$ cat config.mk
export PLATFORM = sky130hd
export DESIGN_NAME = shadow_pwm
export DESIGN_NICKNAME = d
export VERILOG_FILES = /design/src/rtl/shadow_pwm_pkg.sv /design/src/rtl/shadow_pwm_regs.sv /design/src/rtl/shadow_pwm_counter.sv /design/src/rtl/shadow_pwm_outgen.sv /design/src/rtl/shadow_pwm.sv
export SDC_FILE = /design/constraint.sdc
export NUM_CORES = 1
export LEC_CHECK = 0
export BUFFER_PORTS_ARGS = -buffer_cell sky130_fd_sc_hd__buf_2
export CAP_MARGIN = 5
export CORE_UTILIZATION = 55
export DETAILED_ROUTE_END_ITERATION = 8
export GPL_TIMING_DRIVEN = 0
export PLACE_DENSITY = 0.78
export SETUP_SLACK_MARGIN = 0.2
export SLEW_MARGIN = 20
export SYNTH_ARGS = -nofsm -noshare
export SYNTH_HDL_FRONTEND = slang
export SYNTH_SLANG_ARGS = --single-unit
$ cat constraint.sdc
create_clock -name clk -period 2.8 [get_ports clk]
set_clock_uncertainty 0.15 [all_clocks]
set_input_delay 0.56 -clock clk [delete_from_list [all_inputs] [get_ports clk]]
set_output_delay 0.56 -clock clk [all_outputs]
set_load 0.05 [all_outputs]
$ cat src/rtl/shadow_pwm_pkg.sv
package shadow_pwm_pkg;

    // Byte offsets seen by software
    localparam logic [7:0] OFS_PER_LIVE  = 8'h08;
    localparam logic [7:0] OFS_CMP_LIVE  = 8'h0C;
    localparam logic [7:0] OFS_PER_STAGE = 8'h10;
    localparam logic [7:0] OFS_CMP_STAGE = 8'h14;
    localparam logic [7:0] OFS_CTRL      = 8'h2A;

    // Control field positions
    localparam int BIT_RUN  = 4;
    localparam int BIT_SYNC = 6;
    localparam int BIT_EN   = 9;
    localparam int BIT_INV  = 10;

    localparam logic [1:0] SYNC_BLOCKED = 2'b11;

    typedef struct packed {
        logic       inv;
        logic       en;
        logic [1:0] sync_sel;
        logic       run;
    } ctrl_t;

    function automatic ctrl_t ctrl_from_word(input logic [15:0] w);
        ctrl_t c;
        c.inv      = w[BIT_INV];
        c.en       = w[BIT_EN];
        c.sync_sel = w[BIT_SYNC+1:BIT_SYNC];
        c.run      = w[BIT_RUN];
        return c;
    endfunction

    function automatic logic [15:0] ctrl_to_word(input ctrl_t c);
        logic [15:0] w;
        w = '0;
        w[BIT_INV]               = c.inv;
        w[BIT_EN]                = c.en;
        w[BIT_SYNC+1:BIT_SYNC]   = c.sync_sel;
        w[BIT_RUN]               = c.run;
        return w;
    endfunction

endpackage

$ cat src/rtl/shadow_pwm_regs.sv
module shadow_pwm_regs
    import shadow_pwm_pkg::*;
#(
    parameter int CNT_W  = 32,
    parameter int ADDR_W = 6
) (
    input  logic              clk,
    input  logic              rst,
    input  logic              wr,
    input  logic [ADDR_W-1:0] addr,
    input  logic [CNT_W-1:0]  wdata,
    output logic [CNT_W-1:0]  rdata,
    input  logic              wrap,
    output logic [CNT_W-1:0]  per_live,
    output logic [CNT_W-1:0]  cmp_live,
    output ctrl_t             ctrl,
    output logic [1:0]        pending
);

    localparam logic [ADDR_W-1:0] A_PER_L = ADDR_W'(OFS_PER_LIVE);
    localparam logic [ADDR_W-1:0] A_CMP_L = ADDR_W'(OFS_CMP_LIVE);
    localparam logic [ADDR_W-1:0] A_PER_S = ADDR_W'(OFS_PER_STAGE);
    localparam logic [ADDR_W-1:0] A_CMP_S = ADDR_W'(OFS_CMP_STAGE);
    localparam logic [ADDR_W-1:0] A_CTRL  = ADDR_W'(OFS_CTRL);

    logic [CNT_W-1:0] per_stage;
    logic [CNT_W-1:0] cmp_stage;

    always_ff @(posedge clk) begin
        if (rst) begin
            per_live  <= '0;
            cmp_live  <= '0;
            per_stage <= '0;
            cmp_stage <= '0;
            ctrl      <= '0;
            pending   <= '0;
        end else begin
            // Boundary transfer first; a same-cycle bus write overrides it.
            if (wrap) begin
                if (pending[0]) per_live <= per_stage;
                if (pending[1]) cmp_live <= cmp_stage;
                pending <= '0;
            end
            if (wr) begin
                case (addr)
                    A_PER_L: per_live <= wdata;
                    A_CMP_L: cmp_live <= wdata;
                    A_PER_S: begin
                        per_stage  <= wdata;
                        pending[0] <= 1'b1;
                    end
                    A_CMP_S: begin
                        cmp_stage  <= wdata;
                        pending[1] <= 1'b1;
                    end
                    A_CTRL:  ctrl <= ctrl_from_word(wdata[15:0]);
                    default: ;
                endcase
            end
        end
    end

    always_comb begin
        case (addr)
            A_PER_L: rdata = per_live;
            A_CMP_L: rdata = cmp_live;
            A_PER_S: rdata = per_stage;
            A_CMP_S: rdata = cmp_stage;
            A_CTRL:  rdata = CNT_W'(ctrl_to_word(ctrl));
            default: rdata = '0;
        endcase
    end


    stage_per_xfer_chk: assert property (@(posedge clk) disable iff (rst)
        (wrap && pending[0] && !(wr && addr == A_PER_L)) |=> (per_live == $past(per_stage)));


    stage_flag_set_chk: assert property (@(posedge clk) disable iff (rst)
        (wr && addr == A_CMP_S) |=> pending[1]);

endmodule

$ cat src/rtl/shadow_pwm_counter.sv
module shadow_pwm_counter #(
    parameter int CNT_W = 32
) (
    input  logic             clk,
    input  logic             rst,
    input  logic             run,
    input  logic             sync_clr,
    input  logic [CNT_W-1:0] per_live,
    output logic [CNT_W-1:0] count,
    output logic             wrap
);

    logic at_end;
    assign at_end = (count >= per_live);
    assign wrap   = run && at_end;

    always_ff @(posedge clk) begin
        if (rst) begin
            count <= '0;
        end else if (sync_clr) begin
            count <= '0;
        end else if (run) begin
            count <= at_end ? '0 : count + 1'b1;
        end
    end


    wrap_to_zero_chk: assert property (@(posedge clk) disable iff (rst)
        (run && count >= per_live) |=> (count == '0));


    hold_when_stopped_chk: assert property (@(posedge clk) disable iff (rst)
        (!run && !sync_clr) |=> $stable(count));


    sync_clear_chk: assert property (@(posedge clk) disable iff (rst)
        sync_clr |=> (count == '0));

endmodule

$ cat src/rtl/shadow_pwm_outgen.sv
module shadow_pwm_outgen #(
    parameter int CNT_W = 32
) (
    input  logic             clk,
    input  logic             rst,
    input  logic             en,
    input  logic             inv,
    input  logic [CNT_W-1:0] count,
    input  logic [CNT_W-1:0] per_live,
    input  logic [CNT_W-1:0] cmp_live,
    output logic             pwm_q
);

    logic active;

    always_comb begin
        if (cmp_live == '0)
            active = 1'b0;
        else if (cmp_live >= per_live)
            active = 1'b1;
        else
            active = (count < cmp_live);
    end

    always_ff @(posedge clk) begin
        if (rst)
            pwm_q <= 1'b0;
        else
            pwm_q <= en ? (active ^ inv) : 1'b0;
    end


    disabled_low_chk: assert property (@(posedge clk) disable iff (rst)
        !en |=> !pwm_q);

endmodule

$ cat src/rtl/shadow_pwm.sv
module shadow_pwm
    import shadow_pwm_pkg::*;
#(
    parameter int CNT_W  = 32,
    parameter int ADDR_W = 6
) (
    input  logic              clk,
    input  logic              rst,
    input  logic              bus_wr,
    input  logic [ADDR_W-1:0] bus_addr,
    input  logic [CNT_W-1:0]  bus_wdata,
    output logic [CNT_W-1:0]  bus_rdata,
    input  logic              sync_evt,
    output logic [1:0]        shadow_pending,
    output logic              pwm_out
);

    ctrl_t            ctrl;
    logic [CNT_W-1:0] per_live;
    logic [CNT_W-1:0] cmp_live;
    logic [CNT_W-1:0] count;
    logic             wrap;
    logic             sync_clr;

    assign sync_clr = sync_evt && (ctrl.sync_sel != SYNC_BLOCKED);

    shadow_pwm_regs #(.CNT_W(CNT_W), .ADDR_W(ADDR_W)) u_regs (
        .clk      (clk),
        .rst      (rst),
        .wr       (bus_wr),
        .addr     (bus_addr),
        .wdata    (bus_wdata),
        .rdata    (bus_rdata),
        .wrap     (wrap),
        .per_live (per_live),
        .cmp_live (cmp_live),
        .ctrl     (ctrl),
        .pending  (shadow_pending)
    );

    shadow_pwm_counter #(.CNT_W(CNT_W)) u_cnt (
        .clk      (clk),
        .rst      (rst),
        .run      (ctrl.run),
        .sync_clr (sync_clr),
        .per_live (per_live),
        .count    (count),
        .wrap     (wrap)
    );

    shadow_pwm_outgen #(.CNT_W(CNT_W)) u_out (
        .clk      (clk),
        .rst      (rst),
        .en       (ctrl.en),
        .inv      (ctrl.inv),
        .count    (count),
        .per_live (per_live),
        .cmp_live (cmp_live),
        .pwm_q    (pwm_out)
    );


    sync_blocked_chk: assert property (@(posedge clk) disable iff (rst)
        (ctrl.sync_sel == SYNC_BLOCKED) |-> !sync_clr);

endmodule

# Yosys cells after proc, flatten, opt, wreduce, memory -nomap -nowiden
# Cells that the tools add are included.
totals:
  regBits: 168
  latch_bits: 0
  ramBits: 0
  mem_bits_ro: 0
  output_inout_bits: 35
  memories: 0
op_classes:
  addsub: 1
  n_mul: 0
  n_div: 0
  order_cmp: 3
  n_eq_ne: 6
  n_shift: 0
  n_mux: 16
  bitwise: 2
  reduce_logical: 8
ops:
  columns: ["operator", "count"]
  rows:
  - ["2-to-1 mux 32 bit", 9]
  - ["case mux 32 bit (5 select lines)", 1]
  - [">= comparator 32 bit", 2]
  - ["adder 32 x 1 -> 32 bit, second input constant", 1]
  - ["logical NOT 32 bit", 1]
  - ["< comparator 32 bit", 1]
  - ["== test 6 x 4 -> 1 bit, second input constant", 2]
  - ["== test 6 x 5 -> 1 bit, second input constant", 2]
  - ["== test 6 bit, second input constant", 1]
  - ["AND reduction 2 bit", 3]
  - ["2-to-1 mux 1 bit", 4]
  - ["2-to-1 mux 2 bit", 2]
  - ["OR reduction 2 bit", 2]
  - ["logical AND 1 bit", 2]
  - ["!= test 2 bit, second input constant", 1]
  - ["inverter 1 bit", 1]
  - ["bitwise XOR 1 bit", 1]

# Longest topological paths before layout
depth:
  word_depth: 5
  depth_mapped: 10
  depth_no_buf: 9

# By module
# Synthesis repeated with hierarchy kept, for this count alone.
hier_totals:
  cells_unflattened: 1245
  hier_area_um2: 10278.6
by_module_without_submodules:
  columns: ["mod", "n_inst", "cells_per_inst", "area_per_inst_um2", "seq_area_each_um2"]
  rows:
  - ["shadow_pwm_regs", 1, 722, 6090.8, 2702.6]
  - ["shadow_pwm_counter", 1, 284, 2469.9, 640.6]
  - ["shadow_pwm_outgen", 1, 238, 1706.6, 20.0]
  - ["shadow_pwm", 1, 1, 11.3, 0.0]

# Least setup slack after synthesis
# No wires, ideal clock.
synth_timing:
  path_kind: "input to output"
  start: "input bus_addr[2]"
  end: "output bus_rdata[16]"
  arrival_time_ps: 2272
  required_ps: 2090
  setup_slack_ps: -182
  path_stages: 7
  path_buffers: 4
  cell_sequence: "clkbuf_1 > and3_1 > clkbuf_1 > clkbuf_1 > buf_1 > a22oi_1 > nand2_1"
synth_via:
  elab_chain_cells: 2
synth_lines:
  columns: ["element", "line", "rtl"]
  rows:
  - ["start, declared", "shadow_pwm.sv:10", "input logic [ADDR_W-1:0] bus_addr,"]
  - ["== test 6 bit (tied with other cells)", "shadow_pwm_regs.sv:64", "case (addr)"]
  - ["case mux 32 bit (5 select lines) *", "shadow_pwm_regs.sv:64", null]
  - ["end, declared", "shadow_pwm.sv:12", "output logic [CNT_W-1:0] bus_rdata,"]
# Mark *: on every way between the ends. The rest lies on a longest branch, timed or not.

# Worst setup path in the final report
layout_timing:
  start: "register u_regs.per_live[27]"
  end: "register u_regs.cmp_live[1]"
layout_via:
  elab_chain_cells: 5
layout_lines:
  columns: ["element", "line", "rtl"]
  rows:
  - ["start, declared", "shadow_pwm_regs.sv:14", "output logic [CNT_W-1:0] per_live,"]
  - ["start signal, assigned", "shadow_pwm_regs.sv:40", "if (pending[0]) per_live <= per_stage;"]
  - ["start signal, assigned", "shadow_pwm_regs.sv:46", "A_PER_L: per_live <= wdata;"]
  - [">= comparator 32 bit *", "shadow_pwm_counter.sv:14", "assign at_end = (count >= per_live);"]
  - ["logical AND 1 bit *", "shadow_pwm_counter.sv:15", "assign wrap = run && at_end;"]
  - ["2-to-1 mux 32 bit *", "shadow_pwm_regs.sv:39", "if (wrap) begin"]
  - ["2-to-1 mux 32 bit", "shadow_pwm_regs.sv:45", "case (addr)"]
  - ["2-to-1 mux 32 bit *", "shadow_pwm_regs.sv:44", "if (wr) begin"]
  - ["end signal, assigned", "shadow_pwm_regs.sv:41", "if (pending[1]) cmp_live <= cmp_stage;"]
  - ["end signal, assigned", "shadow_pwm_regs.sv:47", "A_CMP_L: cmp_live <= wdata;"]
  - ["end, declared", "shadow_pwm_regs.sv:15", "output logic [CNT_W-1:0] cmp_live,"]
# Marked as above.
# A chain may end at the register's enable or synchronous reset.

==> summary.txt <==
Critical path
  – Worst reg2reg endpoint: u_regs.cmp_live[1]
  – CP cell instances: inv_1 > ha_1 > nand4_1 > buf_4 > nor2_1 > a22oi_2 > a32oi_2 > buf_6 > o211ai_4 > buf_12 > buf_4 > mux2i_1 > a211oi_1
  – Maximum net fanout on the critical path: 7
  – Startpoint of the worst setup timing path: u_regs.per_live[27]
  – Arrival time at the worst endpoint: 3160 ps
  – Critical-path cell with the highest stage delay: a211oi_1
  – Critical path start-end classification: flip-flop to flip-flop
  – Startpoint of the most critical register-to-register path: u_regs.per_live[27]
  – Depth of the worst register-to-register path: 13
  – Worst Setup Start Kind: flip-flop
  – Crit-path most repeated cell: buf_4
  – Worst EP required: 2970 ps
  – Internal reg-to-reg setup slack: -190 ps
  – Crit end category: flip-flop
  – Critical Path Max Stage Delay: 350 ps

Final layout
  – Design Area, Final: 0.0131 mm²
  – Signed area change from the synthesized netlist to the final layout: 33.6%
  – Antenna fix cells: 0
  – Most common cell after layout, fill and taps aside: nand2_1
  – Proportion of layout cells with a drive suffix above 1: 28.4%
  – Number of fill cells in the layout: 1069
  – Final core occ: 75.6%
  – Number of nets in the layout: 1475
  – Top library cells by usage in the layout, fill and taps aside: nand2_1 (172), dfxtp_1 (122), nor2_1 (118), a21oi_1 (97), ha_1 (80)

Job
  – Max-cap violation count: 0

Synthesis
  – Distinct cell type count of the synthesized netlist: 48
  – Net count of the mapped netlist: 1339
  – Synthesized area per cell: 8.18 µm²
  – Number of synthesized register bits: 168
  – Number of standard cells after synthesis: 1201
  – Sequential cell area fraction in the yosys report: 34.2%
  – Post-synthesis instance area: 0.00982 mm²
  – Yosys warnings: 0

GRT
  – Antenna violations before repair: 0
  – Gr ovfl total: 0
  – Global-route wire length before repair: 52.2 mm
  – Via count of the first global-routing pass: 9770
  – Maximum number of pins on one net before global-route repair: 17
  – Total routing resource utilization after global routing: 37.4%

Clock tree
  – Level count of the clock H-tree: 4
  – Library cell used as clock root buffer: clkbuf_16
  – TritonCTS clock tree: done
  – Skew-Pair Late Insertion Delay: 450 ps
  – Max clock buf depth: 2
  – Cts bufs inserted: 17
  – Clock-pin slew of the registers on the worst-case setup and hold paths: 80 ps
  – TritonCTS Sinks: 168

Routing
  – Drt first-iter violations: 1449
  – Routed met3 length: 4.24 mm
  – Overall routed net length: 36.4 mm
  – Vias after detailed routing: 10500
  – Met2 wire length: 16.4 mm
  – DRC viols: 0
  – Wire length per cell after detailed routing: 23.1 µm
  – Number of detailed-route iterations in the first pass: 6
  – DRT antenna net count: 0
  – Vias/cell: 6.66
  – Uppermost signal routing layer after detailed routing: met4
  – Wire length the detailed router placed on met1: 13.5 mm

Die
  – Area of the die: 0.0184 mm²
  – Boundary pin count: 77
  – Initial Util: 56.6%
  – Core Footprint: 0.0174 mm²
  – Die span in y: 136 µm
  – Horizontal die dimension: 136 µm
  – Number of rows created at floorplan: 48

Timing
  – Post-route worst setup slack: -188 ps
  – Accumulated negative setup slack: -3140 ps
  – Slew margin rel.: 51.5%
  – Number of hold-slack violations in the final timing report: 0
  – Highest Clock Rate: 0.335 GHz
  – # setup viols final: 58
  – Final min period: 2990 ps
  – Portion of the clock cycle consumed by the worst path in the final layout: 107%
  – Number of slew-limit violations in the final report: 0
  – Measured slew at the worst slew-check pin: 727 ps
  – Setup repair after global routing missed its margin: yes

Worst hold path
  – Hold EP: u_regs.cmp_stage[21]
  – Cell depth of the worst min-delay path: 3
  – Start point of the worst min-delay path: bus_wdata[21]
  – Class of the tightest hold or removal check: input port to flip-flop

Placement
  – Cell Area, Placed: 0.0106 mm²
  – RePlAce Congestion: 0.893
  – Number of buffers added on ports: 75
  – Place WS: -515 ps
  – Detailed placement HPWL: 22.2 mm

Outcome
  – Status: finished, violations left
  – Violated checks: setup timing

Power and ir drop
  – Ratio of total power to cell area: 406 mW/mm²
  – Leakage power summed over all cells: 5.25 nW
  – Peak supply drop: 0.437 mV
==> timing repair <==
item	CTS	global route
setup buffers	23	8
hold buffers	0	0
pin swaps	69	60
resized for setup	247	131
gates cloned	9	2
setup endpoints to repair	130	128
==> cells in the mapped netlist (all sizes together) <==
| library cell | count | area share (%) |
|---|---|---|
| nor4 | 15 | 0.96 |
| nand4 | 25 | 1.6 |
| xnor2 | 20 | 1.8 |
| nor2b | 3 | 0.19 |
| nand3b | 1 | 0.076 |
| o41a | 2 | 0.33 |
| a22oi | 55 | 4.2 |
| a21o | 7 | 0.53 |
| dfxtp | 168 | 34 |
| a221oi | 1 | 0.089 |
| or3 | 1 | 0.064 |
| buf | 9 | 1.3 |
| o31ai | 1 | 0.076 |
| o2111ai | 1 | 0.089 |
| o41ai | 1 | 0.089 |
| a32oi | 1 | 0.17 |
| xor2 | 11 | 0.98 |
| nor3b | 1 | 0.076 |
| nand2b | 1 | 0.14 |
| clkbuf | 59 | 2.3 |
| and3 | 5 | 0.32 |
| mux2i | 69 | 7.0 |
| a31oi | 2 | 0.13 |
| nand3 | 17 | 0.87 |
| ha | 96 | 12 |
| nor3 | 8 | 0.41 |
| a2111oi | 2 | 0.37 |
| and2 | 3 | 0.19 |
| nand2 | 203 | 7.8 |
| a21oi | 101 | 5.1 |
| nor2 | 122 | 4.7 |
| nor4bb | 1 | 0.10 |
| a211oi | 70 | 5.3 |
| inv | 72 | 2.8 |
| o211a | 1 | 0.10 |
| or4 | 2 | 0.15 |
| o22ai | 1 | 0.064 |
| or2 | 1 | 0.064 |
| o211ai | 5 | 0.66 |
| o21a | 4 | 0.31 |
| o21ai | 24 | 1.2 |
| a221o | 5 | 0.51 |
| and4 | 4 | 0.36 |
==> critical path: cells and delay by family (launching register included) <==
kind | cells | cell delay [ps]
simple gates | 2 | 360
flops | 1 | 330
compound gates | 4 | 830
fa+ha+maj | 1 | 300
mux | 1 | 120
buf+inv | 5 | 770
==> registers in the layout (all words and copies together) (netlist names) <==
signal            count
u_cnt.count          32
u_out.pwm_q           1
u_regs.cmp_live      32
u_regs.cmp_stage     32
u_regs.ctrl           5
u_regs.pending        2
u_regs.per_live      32
u_regs.per_stage     32
==> kinds of logic after synthesis <==
group / after synthesis / share of synthesized area [%]
and+or+nand+nor: 413 / 18.0
AOI/OAI and AO/OA: 284 / 19.4
DFF: 168 / 34.2
buffers and inverters: 140 / 6.34
adders and majority gates: 96 / 12.2
muxes: 69 / 7.03
xor gates and xnor gates: 31 / 2.76
==> final cells by class <==
| type | instances | area (µm²) | share of cell area, % |
|---|---|---|---|
| repair buffers | 117 | 1270 | 9.71 |
| multi-input cells | 893 | 6620 | 50.4 |
| plain buffers | 68 | 602 | 4.59 |
| well taps | 225 | 282 | 2.15 |
| flip-flops and latches | 168 | 3440 | 26.2 |
| inverters | 72 | 275 | 2.10 |
| clock buffers | 21 | 470 | 3.59 |
| clock inverters | 11 | 161 | 1.23 |
==> power by group <==
part           switching [mW]  leakage (nW)  internal, mW  total, mW
clock network            1.08         0.307          1.50       2.58
logic                   0.211          3.57         0.125      0.336
registers              0.0181          1.38          2.39       2.41
total                    1.31          5.25          4.01       5.32
==> worst max-delay path by stage <==
stage | endpoint | depth (start not counted)
finish | u_regs.cmp_live[1] | 13
global route | u_regs.cmp_live[1] | 13
CTS | u_regs.cmp_live[4] | 12
detailed placement | bus_rdata[29] | 8
global placement | bus_rdata[29] | 8
floorplan | u_regs.cmp_live[10] | 10
==> through the flow <==
stage               std cells  power [mW]  hold WS (ps)
detailed placement       1501        2.71           312
finish                   1575        5.32           225
floorplan                1201        2.60           294
CTS                      1565        5.26           229
global placement         1501        2.71           306
global route             1575        5.42           231
==> metal layers <==
metal  global-route usage, %  vias up
li1                        -     4547
met1                    47.0     4884
met2                    60.4      822
met3                    8.49      244
met4                    17.7        0
met5                       0        -
No activity file was read; power rests on OpenSTA's default activity.
